--- src/rtl/usb_ep_pkg.sv ---
package usb_ep_pkg;

  typedef enum logic [1:0] {
    EP_CTRL = 2'b00,
    EP_ISO  = 2'b01,
    EP_BULK = 2'b10,
    EP_INTR = 2'b11
  } ep_kind_e;

  typedef struct packed {
    logic     en;
    logic     dir;
    ep_kind_e kind;
    logic     tgl;
    logic     exp_d1;
  } ep_state_t;

  localparam int EN_POS  = 7;
  localparam int TGL_POS = 3;
  localparam int DIR_POS = 2;

  function automatic logic [7:0] ep_view(input ep_state_t s);
    logic [7:0] v;
    v = '0;
    v[EN_POS]  = s.en;
    v[TGL_POS] = s.tgl;
    v[DIR_POS] = s.dir;
    v[1:0]     = s.kind;
    return v;
  endfunction

endpackage

--- src/rtl/usb_ep_event_decode.sv ---
module usb_ep_event_decode #(
  parameter int NUM_EP = 6,
  parameter int EPN_W  = 3
) (
  input  logic              clk,
  input  logic              rst_n,
  input  logic              pkt_stb,
  input  logic [EPN_W-1:0]  pkt_ep,
  input  logic              bus_rst,
  output logic [NUM_EP-1:0] hit
);

  for (genvar i = 0; i < NUM_EP; i++) begin : g_hit
    assign hit[i] = pkt_stb && !bus_rst && (pkt_ep == EPN_W'(i));
  end

  // at most one entry sees any event; R10: bus reset masks all
  a_r9_single_target: assert property (@(posedge clk) disable iff (!rst_n)
    $onehot0(hit));
  a_r10_bus_masks_events: assert property (@(posedge clk) disable iff (!rst_n)
    bus_rst |-> (hit == '0));

endmodule

--- src/rtl/usb_ep_entry.sv ---
module usb_ep_entry
  import usb_ep_pkg::*;
(
  input  logic     clk,
  input  logic     rst_n,
  input  logic     bus_rst,
  input  logic     cfg_wr,
  input  logic     cfg_en,
  input  logic     cfg_dir,
  input  ep_kind_e cfg_kind,
  input  logic     hit,
  input  logic     pid_d1,
  input  logic     setup,
  output logic [7:0] view,
  output logic     dup
);

  ep_state_t st;
  logic accept, setup_ctrl, tracked;

  assign accept     = hit && st.en;
  assign setup_ctrl = accept && (st.kind == EP_CTRL) && setup;
  assign tracked    = (st.kind != EP_ISO);
  assign dup        = accept && tracked && !setup_ctrl && (pid_d1 != st.exp_d1);
  assign view       = ep_view(st);

  always_ff @(posedge clk or negedge rst_n) begin
    if (!rst_n) begin
      st <= '0;
    end else if (bus_rst) begin
      st <= '0;
    end else begin
      if (accept) begin
        if (setup_ctrl) begin
          st.tgl    <= 1'b0;
          st.exp_d1 <= 1'b1;
        end else begin
          st.tgl    <= pid_d1;
          st.exp_d1 <= ~pid_d1;
        end
      end
      if (cfg_wr) begin
        st.en   <= cfg_en;
        st.dir  <= cfg_dir;
        st.kind <= cfg_kind;
        if (cfg_en) begin
          st.tgl    <= 1'b0;
          st.exp_d1 <= 1'b0;
        end
      end
    end
  end

  a_r9_disabled_silent: assert property (@(posedge clk) disable iff (!rst_n)
    !st.en |-> !dup);
  a_r6_iso_never_dup: assert property (@(posedge clk) disable iff (!rst_n)
    (st.kind == EP_ISO) |-> !dup);
  a_r7_setup_restart: assert property (@(posedge clk) disable iff (!rst_n)
    (setup_ctrl && !cfg_wr && !bus_rst) |=> (!st.tgl && st.exp_d1));
  a_r7_setup_no_dup: assert property (@(posedge clk) disable iff (!rst_n)
    setup_ctrl |-> !dup);
  a_r8_cfg_resets_toggle: assert property (@(posedge clk) disable iff (!rst_n)
    (cfg_wr && cfg_en && !bus_rst) |=> (!st.tgl && !st.exp_d1));
  a_r4_toggle_follows_pid: assert property (@(posedge clk) disable iff (!rst_n)
    (accept && !setup_ctrl && !cfg_wr && !bus_rst) |=> (st.tgl == $past(pid_d1)));
  a_r10_bus_clears: assert property (@(posedge clk) disable iff (!rst_n)
    bus_rst |=> (view == 8'h00));

endmodule

--- src/rtl/usb_ep_cpu_port.sv ---
module usb_ep_cpu_port #(
  parameter int NUM_EP = 6,
  parameter int EPN_W  = 3
) (
  input  logic                   clk,
  input  logic                   rst_n,
  input  logic                   reg_sel,
  input  logic                   reg_wr,
  input  logic [7:0]             reg_wdata,
  input  logic [NUM_EP-1:0][7:0] views,
  output logic [NUM_EP-1:0]      cfg_wr,
  output logic [7:0]             reg_rdata
);

  localparam int EP_SPACE = 1 << EPN_W;

  logic [EPN_W-1:0] epnum;
  logic [7:0]       sel_view;
  logic             rsvd_write;

  always_ff @(posedge clk or negedge rst_n) begin
    if (!rst_n)                  epnum <= '0;
    else if (reg_wr && !reg_sel) epnum <= reg_wdata[EPN_W-1:0];
  end

  for (genvar i = 0; i < NUM_EP; i++) begin : g_wsel
    assign cfg_wr[i] = reg_wr && reg_sel && (epnum == EPN_W'(i));
  end

  always_comb begin
    sel_view = '0;
    for (int i = 0; i < NUM_EP; i++) begin
      if (epnum == EPN_W'(i)) sel_view = views[i];
    end
  end

  assign reg_rdata  = reg_sel ? sel_view : 8'(epnum);
  assign rsvd_write = reg_wr && reg_sel && (|reg_wdata[6:4]);

  a_r2_reserved_read_zero: assert property (@(posedge clk) disable iff (!rst_n)
    reg_sel |-> (reg_rdata[6:4] == 3'b000));
  a_r2_reserved_write_inert: assert property (@(posedge clk) disable iff (!rst_n)
    rsvd_write |=> (views[0][6:4] == 3'b000));
  a_r3_unimpl_reads_zero: assert property (@(posedge clk) disable iff (!rst_n)
    (reg_sel && (int'(epnum) >= NUM_EP)) |-> (reg_rdata == 8'h00));
  a_r3_single_write: assert property (@(posedge clk) disable iff (!rst_n)
    $onehot0(cfg_wr));

  initial begin
    assert (NUM_EP >= 1 && NUM_EP <= EP_SPACE)
      else $error("NUM_EP out of range");
  end

endmodule

--- src/rtl/usb_ep_ctrl_bank.sv ---
module usb_ep_ctrl_bank
  import usb_ep_pkg::*;
#(
  parameter int NUM_EP = 6,
  parameter int EPN_W  = 3
) (
  input  logic             clk,
  input  logic             rst_n,
  input  logic             bus_rst,
  input  logic             reg_sel,
  input  logic             reg_wr,
  input  logic [7:0]       reg_wdata,
  output logic [7:0]       reg_rdata,
  input  logic             pkt_stb,
  input  logic [EPN_W-1:0] pkt_ep,
  input  logic             pkt_data1,
  input  logic             pkt_setup,
  output logic             pkt_dup
);

  logic [NUM_EP-1:0][7:0] views;
  logic [NUM_EP-1:0]      cfg_wr;
  logic [NUM_EP-1:0]      hit;
  logic [NUM_EP-1:0]      dup_vec;

  usb_ep_cpu_port #(.NUM_EP(NUM_EP), .EPN_W(EPN_W)) u_port (
    .clk       (clk),
    .rst_n     (rst_n),
    .reg_sel   (reg_sel),
    .reg_wr    (reg_wr),
    .reg_wdata (reg_wdata),
    .views     (views),
    .cfg_wr    (cfg_wr),
    .reg_rdata (reg_rdata)
  );

  usb_ep_event_decode #(.NUM_EP(NUM_EP), .EPN_W(EPN_W)) u_dec (
    .clk     (clk),
    .rst_n   (rst_n),
    .pkt_stb (pkt_stb),
    .pkt_ep  (pkt_ep),
    .bus_rst (bus_rst),
    .hit     (hit)
  );

  for (genvar i = 0; i < NUM_EP; i++) begin : g_ep
    usb_ep_entry u_entry (
      .clk      (clk),
      .rst_n    (rst_n),
      .bus_rst  (bus_rst),
      .cfg_wr   (cfg_wr[i]),
      .cfg_en   (reg_wdata[EN_POS]),
      .cfg_dir  (reg_wdata[DIR_POS]),
      .cfg_kind (ep_kind_e'(reg_wdata[1:0])),
      .hit      (hit[i]),
      .pid_d1   (pkt_data1),
      .setup    (pkt_setup),
      .view     (views[i]),
      .dup      (dup_vec[i])
    );
  end

  assign pkt_dup = |dup_vec;

  // a duplicate flag only ever accompanies a strobe
  a_r5_dup_needs_strobe: assert property (@(posedge clk) disable iff (!rst_n)
    pkt_dup |-> pkt_stb);
  // no duplicate reported while bus reset is active
  a_r10_no_dup_in_reset: assert property (@(posedge clk) disable iff (!rst_n)
    bus_rst |-> !pkt_dup);

endmodule

--- config.mk ---
export PLATFORM = sky130hd
export DESIGN_NAME = usb_ep_ctrl_bank
export DESIGN_NICKNAME = d
export VERILOG_FILES = /design/src/rtl/usb_ep_pkg.sv /design/src/rtl/usb_ep_event_decode.sv /design/src/rtl/usb_ep_entry.sv /design/src/rtl/usb_ep_cpu_port.sv /design/src/rtl/usb_ep_ctrl_bank.sv
export SDC_FILE = /design/constraint.sdc
export NUM_CORES = 1
export LEC_CHECK = 0
export BUFFER_PORTS_ARGS = -buffer_cell sky130_fd_sc_hd__clkbuf_2
export CORE_UTILIZATION = 29
export CTS_CLUSTER_SIZE = 14
export DETAILED_ROUTE_END_ITERATION = 8
export PLACE_DENSITY = 0.55
export SYNTH_ARGS = -nofsm -noshare
export SYNTH_HDL_FRONTEND = slang
export SYNTH_HIERARCHICAL = 1
export SYNTH_SLANG_ARGS = --single-unit
--- constraint.sdc ---
create_clock -name clk -period 2.85 [get_ports clk]
set_input_delay 0.1425 -clock clk [delete_from_list [all_inputs] [get_ports clk]]
set_output_delay 0.1425 -clock clk [all_outputs]
set_load 0.1 [all_outputs]
==> summary.txt <==
Outcome
  • Result of the run: completed

Power
  • Share of total power in sequential cells: 0.435
  • Share of total power in the clock network: 0.293
  • Switching Fraction: 0.3542
  • Static leakage: 1.223 nW
  • Part of the power in combinational logic: 0.272
  • Power per unit of standard cell area: 484.1 nW/um2
  • Max rail drop VDD: 0.2120 mV
  • Internal power summed over all cells: 0.0009036 W
  • Sw power: 0.0004956 W

Final layout
  • Final design utilization: 0.3099
  • FILL cells: 979
  • Most frequent cells in the layout: 39 x dfrtp_1, 30 x mux2i_1, 26 x nor2_1, 22 x clkbuf_2, 19 x a21oi_1
  • Fraction of layout cells with a size suffix above 1: 0.1993
  • Number of nets in the final layout: 309
  • Footprint of the multi-input gates: 1449 um2
  • Number of non-filler instances in the completed layout: 420
  • Layout Area Growth over Synthesis: 2.575%
  • Area taken by flip-flops and latches: 975.9 um2
  • Most common library cell in the layout ignoring fill and taps: dfrtp_1
  • Number of antenna cells inserted: 0

Global route
  • Antenna violations before repair: 0
  • Wire length of the first global-routing pass: 10.25 mm
  • Global-route usage over all layers: 0.1297
  • Pin count of the biggest net entering global routing: 40
  • Vias in the first global route: 1977
  • Residual overflow from global routing: 0

Yosys
  • Total of flip-flops plus latches after synthesis: 39
  • Cells taking the most area after synthesis: dfrtp_1 35%, buf_4 13%, mux2i_1 11%, nor2_1 3.5%, a21oi_1 3.4%
  • Cell type with the largest total area after synthesis: dfrtp_1
  • Area fraction in compound gates after synthesis: 0.1559
  • Synth Area in XOR/XNOR: 0
  • Dominant combinational cell family by area after synthesis: simple AND/OR/NAND/NOR gates
  • Proportion of synthesized area in mux cells: 0.1505
  • Distinct cell type count after synthesis: 36
  • Yosys warning count: 6
  • Number of standard cells after synthesis: 300
  • Main synth FF type: dfrtp_1
  • Combined area of all synthesized cells: 2818 um2
  • Post-synth EDFFs: 0
  • Fraction of the mapped netlist area in adder cells: 0
  • Async S/R FF share, synth: 1.000
  • Area share of the leading cell type in the synthesized netlist: 0.3464
  • Average instance area after synthesis: 9.392 um2
  • Sequential cell area fraction in the yosys report: 0.3464
  • Synth Area in Simple Gates: 0.1750

Worst setup path
  • Logic depth of the worst path, buffers included: 4
  • Top cell family by delay on the critical path: flip-flops
  • Crit Path Class: register to output port
  • Crit-path slowest cell: dfrtp_1
  • Delay of the slowest cell on the worst path: 820 ps
  • Terminus of the critical flop-to-flop path: g_ep[1].u_entry/st[0]
  • Worst setup path endpoint: reg_rdata[0]
  • Endpoint type of the worst setup path: output port
  • Element type at the critical path start: register
  • Ordered cell list for the critical path: mux4_2 -> nand2b_1 -> a31oi_1 -> clkbuf_2
  • Crit Path Max Fanout: 16
  • CP startpoint: u_port/epnum[0]
  • Startpoint of the worst register-to-register path: u_port/epnum[0]
  • FF-to-FF setup slack: 660 ps
  • Arrival time of the worst setup path: 2280 ps
  • Total buffers and inverters traversed by the critical path: 1
  • Reg2reg path depth: 5
  • Crit path required time: 2710 ps

STA
  • Max frequency: 412.7 MHz
  • Unrepaired setup endpoints after global routing: false
  • Final worst clock skew: 2.986 ps
  • Fin crit period: 2423 ps
  • Measured slew at the worst slew-check pin: 978.3 ps
  • Tightest hold margin: 4.817 ps
  • Max Transition Viols Final: 0
  • Final number of hold-violating endpoints: 0
  • Slack of the critical path: 426.9 ps
  • Aggregate negative setup slack: 0 ps
  • Final setup viols: 0
  • Normalized max-slew margin: 0.3478
  • Final worst path period share: 0.8502

Placed design
  • HPWL reported at the end of detailed placement: 4.499 mm
  • Port Buffer Count: 23
  • Number of cells after detailed placement: 412
  • GP Congestion: 0.8464
  • Worst setup slack before clock tree synthesis: 672.4 ps

Clocking
  • TritonCTS clock tree: yes
  • Root Buffer: clkbuf_8
  • Clock Sink Count: 39
  • Clock tree buffer depth: 2
  • Depth of the CTS H-tree: 2
  • Inserted Clock Buffers: 5
  • Number of hold buffers added after CTS: 0
  • Gates resized, CTS repair: 0
  • Clock Latency Late Sink: 280 ps
  • Number of buffers inserted by post-CTS setup repair: 0
  • Clock slew at reported path FFs: 80 ps

Floorplan
  • Horiz. Die Dim: 100.6 um
  • Top-Level Pins: 28
  • Num rows: 35
  • Starting density of the core: 0.3021
  • Chip height: 100.6 um
  • Area enclosed by the die boundary: 10110 um2
  • Core region area: 9328 um2

Route
  • Number of nets with antenna violations after routing: 0
  • First drt pass iteration count: 4
  • Number of DRC violations after detailed-routing iteration 0: 111
  • Routed length per instance: 14.67 um
  • Via density per instance: 4.714
  • Vias post-DR: 1980
  • DRC violations left: 0
  • Final Routed Wirelength: 6.161 mm

Flow run
  • Maximum capacitance violations: 0

Worst hold path
  • Min-Delay Path Class: input pin to async pin
worst register-to-register path: cells and delay by family (launching register included):
family	cells	cell delay [ps]
flops	1	820
simple gates	2	660
buf+inv	2	530
compound gates	1	80
power by group through the flow:
stage / Clock, W / Combinational, W / Sequential [W]
2_1_floorplan: 0 / 0.000351 / 0.000585
3_3_place_gp: 0 / 0.000377 / 0.000619
3_5_place_dp: 0 / 0.000380 / 0.000620
4_1_cts: 0.000429 / 0.000380 / 0.000609
5_1_grt: 0.000448 / 0.000406 / 0.000614
6_report: 0.000410 / 0.000380 / 0.000609
routing by layer:
layer | wire [um] | vias to the layer above | track usage
li1 | - | 990 | -
met1 | 3028 | 952 | 0.1802
met2 | 2888 | 32 | 0.2118
met3 | 171 | 6 | 0.01803
met4 | 72 | 0 | 0.03344
met5 | 0 | - | 0
layout make-up:
class                   instances  share of cell area
multi-input cells             209              0.5013
flip-flops and latches         39              0.3377
repair buffers                 34             0.06926
well taps                     129             0.05584
clock buffers                   8             0.03463
inverters                       1            0.001299
cells by family after synthesis:
family                 after synthesis
AO/OA/AOI/OAI                       68
buffers and inverters               64
flip-flops                          39
multiplexers                        39
other                                6
AND/OR/NAND/NOR                     84
through the flow:
step | power, W | area, um2
after detailed placement | 0.001000 | 2790
after global routing | 0.001468 | 2890
after CTS | 0.001419 | 2890
final | 0.001399 | 2890
after floorplan | 0.0009364 | 2888
after global placement | 0.0009966 | 2790
cells in the mapped netlist (all sizes together) (2+ instances only):
cell / number
buf: 62
dfrtp: 39
mux2i: 30
nor2: 26
a21oi: 19
nand2: 15
and3b: 8
o21ai: 8
a21boi: 7
mux2: 7
o22ai: 7
a211oi: 6
conb: 6
nand2b: 6
nand4: 6
o2111ai: 6
o21bai: 6
or3b: 6
o21a: 5
nor4: 4
a31oi: 3
nand3b: 3
nor4b: 3
mux4: 2
nor2b: 2
nor3b: 2
flip-flops by register name, summed over array words and instances, names as in the netlist:
| register | cells |
|---|---|
| g_ep.u_entry/view | 30 |
| g_ep.u_entry/st | 6 |
| u_port/epnum | 3 |
worst min-delay path by stage:
stage               slack (ps)                 endpoint  cells after the start
global placement           370  g_ep[2].u_entry/view[1]                      1
finish                       5  g_ep[4].u_entry/view[1]                      1
detailed placement         360  g_ep[2].u_entry/view[1]                      1
CTS                         40  g_ep[2].u_entry/view[0]                      1
floorplan                 -150    g_ep[0].u_entry/st[0]                      0
global route                90    g_ep[5].u_entry/st[0]                      1
Note: power is estimated with default switching activity, not from simulation.
